$ cat config.mk
export PLATFORM = sky130hd
export DESIGN_NAME = seg_guard
export DESIGN_NICKNAME = d
export VERILOG_FILES = /design/src/rtl/seg_guard.sv
export SDC_FILE = /design/constraint.sdc
export NUM_CORES = 1
export LEC_CHECK = 0
export ABC_AREA = 1
export BUFFER_PORTS_ARGS = -buffer_cell sky130_fd_sc_hd__buf_2
export CORE_MARGIN = 4
export CORE_UTILIZATION = 56
export DETAILED_ROUTE_END_ITERATION = 8
export GPL_TIMING_DRIVEN = 1
export PLACE_DENSITY_LB_ADDON = 0.2
export SLEW_MARGIN = 25
export SYNTH_ARGS = -nofsm -noshare
export SYNTH_HDL_FRONTEND = slang
export SYNTH_SLANG_ARGS = --single-unit
$ cat constraint.sdc
create_clock -name clk -period 0.8 [get_ports clk]
set_input_delay 0.08 -clock clk [delete_from_list [all_inputs] [get_ports clk]]
set_output_delay 0.08 -clock clk [all_outputs]
set_load 0.05 [all_outputs]
$ cat src/rtl/seg_guard.sv
module seg_guard #(
  parameter int AW = 32,
  parameter int SW = 4,
  parameter int TW = 4
) (
  input  logic          clk,
  input  logic          rst_n,
  input  logic          in_valid,
  input  logic [TW-1:0] in_tag,
  input  logic [AW-1:0] offset,
  input  logic [SW-1:0] acc_size,
  input  logic          is_write,
  input  logic          is_exec,
  input  logic [AW-1:0] seg_base,
  input  logic [AW-1:0] seg_limit,
  input  logic          seg_wr,
  input  logic          seg_rd,
  input  logic          seg_down,
  input  logic          prot_en,
  input  logic          long_act,
  input  logic          cs_long,
  output logic          out_valid,
  output logic [TW-1:0] out_tag,
  output logic          out_fault,
  output logic          out_bypass,
  output logic [AW-1:0] out_addr
);
  localparam int XW = AW + 1;

  logic [XW-1:0] lo_x, end_x, base_x, lim_x;
  logic checked, wrapped, up_fault, dn_fault, right_fault, gp;

  assign lo_x   = {1'b0, offset};
  assign end_x  = lo_x + XW'(acc_size);
  assign base_x = {1'b0, seg_base};
  assign lim_x  = {1'b0, seg_limit};

  assign checked = prot_en & ~(long_act & cs_long);
  assign wrapped = lim_x < base_x;

  assign up_fault = wrapped ? ((lim_x < end_x) && (lo_x < base_x))
                            : (lim_x < end_x);
  assign dn_fault = wrapped ? ((lo_x <= lim_x) || (end_x >= base_x))
                            : ((lo_x <= lim_x) && (end_x >= base_x));

  assign right_fault = (is_write & ~seg_wr) | (~is_write & ~is_exec & ~seg_rd);
  assign gp = checked & (right_fault | (seg_down ? dn_fault : up_fault));

  always_ff @(posedge clk or negedge rst_n) begin
    if (!rst_n) begin
      out_valid  <= 1'b0;
      out_fault  <= 1'b0;
      out_bypass <= 1'b0;
      out_tag    <= '0;
      out_addr   <= '0;
    end else begin
      out_valid  <= in_valid;
      out_fault  <= in_valid & gp;
      out_bypass <= in_valid & ~checked;
      if (in_valid) begin
        out_tag  <= in_tag;
        out_addr <= offset;
      end
    end
  end


  valid_follow_chk: assert property (@(posedge clk) disable iff (!rst_n)
    in_valid |=> out_valid);

  valid_idle_chk: assert property (@(posedge clk) disable iff (!rst_n)
    !in_valid |=> !out_valid);

  tag_echo_chk: assert property (@(posedge clk) disable iff (!rst_n)
    in_valid |=> (out_tag == $past(in_tag)));

  addr_echo_chk: assert property (@(posedge clk) disable iff (!rst_n)
    in_valid |=> (out_addr == $past(offset)));

  bypass_quiet_chk: assert property (@(posedge clk) disable iff (!rst_n)
    out_bypass |-> !out_fault);

  idle_quiet_chk: assert property (@(posedge clk) disable iff (!rst_n)
    !out_valid |-> (!out_fault && !out_bypass));

  write_fault_chk: assert property (@(posedge clk) disable iff (!rst_n)
    (in_valid && prot_en && !(long_act && cs_long) && is_write && !seg_wr) |=> out_fault);

  real_pass_chk: assert property (@(posedge clk) disable iff (!rst_n)
    (in_valid && !prot_en) |=> (out_bypass && !out_fault));
endmodule

**Yosys cells after proc, flatten, opt, wreduce, memory -nomap -nowiden**

Index checks and enable logic that the tools add are counted.

- Multiplexer cells: 3
- Order comparisons: 5
- Bitwise operators: 16
- Add/sub/neg operators: 1
- Reductions and logical operators: 3

Operators with widths:

| kind | number |
|---|---|
| $lt A32 B32 Y1 | 2 |
| $add A32 B4 Y33 | 1 |
| $ge A33 B32 Y1 | 1 |
| $lt A32 B33 Y1 | 1 |
| $le A32 B32 Y1 | 1 |
| $and A1 B1 Y1 | 8 |
| $not A1 Y1 | 6 |
| $mux W1 | 3 |
| $logic_and A1 B1 Y1 | 2 |
| $or A1 B1 Y1 | 2 |
| $logic_or A1 B1 Y1 | 1 |

- Logic and storage cells: 33
- Input bits: 115
- Output and inout bits: 39
- Register bits after elaboration: 39

**Depth between registers and ports, before layout**

- Depth in word-level cells: 8
- Gate-level depth with buffers: 29
- Mapped depth without buffers: 29

**Worst setup path after synthesis**

No wires, ideal clock.

- Kind: in2reg
- From: in offset[0]
- To: reg out_fault
- Data required time: 0.687 ns
- Path slack: -1.983 ns
- Stages: 26
- Library setup time: 0.113 ns
- Arrival time: 2.671 ns
- Cells stage by stage: ha_1 > fa_1 > nand2_1 > nand2_1 > nand2_2 > nor2_1 > nand2_1 > inv_1 > or2_2 > nand2_1 > inv_1 > ha_1 > a21oi_1 > nor2_1 > nor2_1 > nand2_1 > nor2_1 > nand2_1 > nand2_1 > nand2_1 > a21oi_1 > nand2_1 > nand2_1 > nand3_1 > nand2_1 > inv_1

- Longest elaborated chain between the ends: 8
- Elaborated cells between the ends (all ways): 14

Ends and longest elaborated chain:

| what | RTL line | text |
|---|---|---|
| from (decl) | 10 | `input logic [AW-1:0] offset,` |
| $add A32 B4 Y33 | 34 | `assign end_x = lo_x + XW'(acc_size);` |
| $lt A32 B33 Y1 / $ge A33 B32 Y1 (equally long branches) | - |  |
| $logic_and A1 B1 Y1 (tied with other cells) | 41 | `assign up_fault = wrapped ? ((lim_x < end_x) && (lo_x < base_x))` |
| $mux W1, on equally long branches | 41, 43 |  |
| $mux W1 (*) | 47 | `assign gp = checked & (right_fault \| (seg_down ? dn_fault : up_fault));` |
| $or A1 B1 Y1 (*) | 47 |  |
| $and A1 B1 Y1 (*) | 47 |  |
| $and A1 B1 Y1 (*) | 58 | `out_fault <= in_valid & gp;` |
| to (signal assigned) | 58 |  |
| to (decl) | 24 | `output logic out_fault,` |

Every way passes the cells marked *; elsewhere a longest branch is shown, timed or not.
A chain may end at the register's enable or synchronous reset.

**Worst setup path in the final report**

- From: in offset[1]
- To: reg out_fault

The elaborated chain is that of the path after synthesis.

==> impl_metrics.toml <==
[setup_path]
rr_worst_depth = 2
crit_required_ns = 0.99
timing.critical_path.to = "out_fault"
rr_startpoint = "out_addr[4]"
worstPathMaxFanout = 3
r2r_slack_ns = -0.06
cp-startpoint = "offset[1]"
critPathKind = "in -> reg"
rr_endpoint = "out_addr[4]"
worstPathArrival_ns = 2.97
endpoint_kind = "flip-flop"
start_kind = "primary input"

[route]
routed_wl_mm = 24.6
post-route-drc-count = 0
vias = 7926
routed_via_density = 5.59
first_pass_iters = 5
avgRoutedWirePerCell_um = 17.4
drtIter0Drc = 724
ant_nets = 0

[power_and_ir_drop]
p_total_uw = 9810
powerDensity_nw_per_um2 = 1060
max-vdd-ir-drop_uv = 1660
p_leak_uw = 0.00547

[yosys]
synthDistinctLibCells = 36
synth_edf_count = 0
synth_common_cells = "nand2_1, ha_1, inv_1, a21oi_1, nor2_1"
ys_seq_area_share_pct = 15.5
synth-main-ff-cell = "dfrtp_1"
syn-num-nets = 1218
synth.area.top_cells = "ha_1, nand2_1, dfrtp_1, inv_1, a21oi_1"
async_reset_ff_share_pct = 100
netlist.area_leader.share_pct = 31.9
synth_cells = 941
syn-mean-instance-area_um2 = 6.71
yosysTopAreaCell = "ha_1"
synth.most_common_cell = "nand2_1"
netlist_area_um2 = 6310
synth_seq_cells = 39
yosys_warnings = 0

[run_status]
violations = "setup timing"
status = "finished with violations"

[min_path]
hold_path_class = "in -> reg"
worst_hold_startpoint = "in_tag[1]"
worstHoldPathCells = 3

[floorplan]
ios = 154
start_util_pct = 57.7
row_count = 38
core_region_area_um2 = 10900
die-area_um2 = 13000
fp.dieH_um = 114
die_w_um = 114

[layout]
fin_cells = 1419
final_nets = 1555
area_growth_pct = 47.1
final_util_pct = 84.9
n_antenna_cell = 0
drive_gt1_share_pct = 32.9

[grt]
use_met1_pct = 46.2
top_usage_layer = "met2"
grt_start_max_net_pins = 40
grt_util_met3_pct = 4.44
grt_use_total_pct = 34.1
grt_antenna_before_repair = 0
overflow = 0
met2_usage_pct = 56.7
grt_pass1_vias = 7496
grt_pass1_wl_mm = 35.8

[sta]
fmax_ghz = 0.359
rsz0062_at_grt = "true"
period_share_pct = 348
maxSlewHeadroom_pct = 69.5
finalWorstSetupSlack_ns = -1.98
worstMarginPinSlew_ns = 0.456
min_period_ns = 2.78
finalSetupViolations = 47
final_hold_viol_count = 0
fin_hold_ws_ns = 0.0161
slew_viol_final = 0
fin_skew_ns = 0

[cts]
worst_skew_pair.late_latency_ns = 0.28
cts_tree = "done"
cts_root_buffer = "clkbuf_16"
cts.htree.levels = 2
clock_sinks = 39
cts_made_buffers = 5
clk_path_buf_depth = 2
clk_pin_slew_ns = 0.07

[placement]
place_ws_ns = -2.24
post-dp-hpwl_mm = 18.3
gp_congestion = 0.971
io_buffers = 153
dpl.cell_count = 1392

[flow_run]
maxCapViolations = 0
## layout by cell type (no fill, tap or decap), types with 3 or more instances in the layout
cell	n
nand3_2	4
o21ai_0	27
buf_4	179
a21o_1	4
nand2_2	9
clkbuf_16	5
nor4_1	3
inv_2	5
nor2_1	59
buf_6	34
dfrtp_2	36
nand3b_1	3
nand2_1	266
xor2_1	21
nand3_1	25
buf_2	110
dfrtp_1	3
ha_4	4
inv_1	155
a21oi_2	3
buf_8	12
xnor2_1	5
nor3_1	12
nor2_4	3
ha_1	157
a21oi_1	77
o21a_1	4
o21ai_1	7
nand4_1	17
nor2_2	4
## report_power, final
part | switching, uW | total (uW) | internal (uW)
combinational | 3120 | 5450 | 2330
sequential | 166 | 2340 | 2170
clock | 863 | 2020 | 1160
total | 4150 | 9810 | 5660
## flip-flops by register name (all words and copies together), names as in the netlist
| name | cells |
|---|---|
| out_addr | 32 |
| out_fault | 1 |
| out_bypass | 1 |
| out_valid | 1 |
| out_tag | 4 |
## area by class of cell
| cell class | instances | area [um^2] |
|---|---|---|
| clock buffers | 7 | 133 |
| clock inverters | 1 | 5.00 |
| fillers | 643 | 1650 |
| inverters | 161 | 604 |
| multi-input cells | 733 | 4850 |
| flip-flops and latches | 39 | 1020 |
| well taps | 140 | 175 |
| repair buffers | 338 | 2500 |
## layer usage
| layer | vias up | part of all wire, % |
|---|---|---|
| li1 | 3732 | - |
| met1 | 3548 | 40 |
| met2 | 538 | 45 |
| met3 | 108 | 11 |
| met4 | 0 | 4.2 |
| met5 | - | 0 |
## worst min path at each step
stage / endpoint / slack [ns]
6_report: out_tag[1] / 0.02
5_1_grt: out_tag[1] / 0.03
4_1_cts: out_tag[1] / 0.008
3_5_place_dp: out_addr[25] / 0.06
3_3_place_gp: out_addr[23] / 0.06
2_1_floorplan: out_addr[0] / -0.22
## metrics by stage
step | TNS, ns | instance area [um^2]
floorplan | -1.86 | 6420
global placement | -2.13 | 8590
detailed placement | -2.28 | 8590
CTS | -6.64 | 9090
global route | -8.30 | 9280
finish | -7.46 | 9280
## logic make-up after synthesis
logic type	Yosys count	share of synthesized area, %
AOI/OAI and AO/OA	128	10.7
xor gates and xnor gates	28	3.89
adders and majority gates	162	32.2
buffers and inverters	169	10.1
DFF	39	15.5
and+or+nand+nor	415	27.7
## what timing repair did
item / in CTS / in global routing
gates resized for setup: 89 / 40
hold endpoints to repair: 40 / 0
buffers inserted: 8 / 9
pin swaps: 16 / 21
hold buffers: 2 / 0
endpoints found under the setup margin: 40 / 46
## critical path, cell delays in order
cell and delay [ns]:
buf_2 0.14, ha_1 0.33, nand2_1 0.12, nor2_2 0.18, a21oi_2 0.09, nor2_2 0.13, nand3_2 0.13, nor2_4 0.16
nand4_1 0.13, xor2_1 0.23, inv_1 0.07, ha_1 0.31, nand2_4 0.08, inv_2 0.03, o21ai_1 0.06, nand2_1 0.07
nand3_2 0.07, nand3_2 0.07, nand2_1 0.06, nand2_1 0.06, a21oi_2 0.10, nand2_1 0.06, nand2_1 0.06, nand3_1 0.06
nand2_1 0.06, inv_1 0.03
Power figures use the tool's default switching activity.
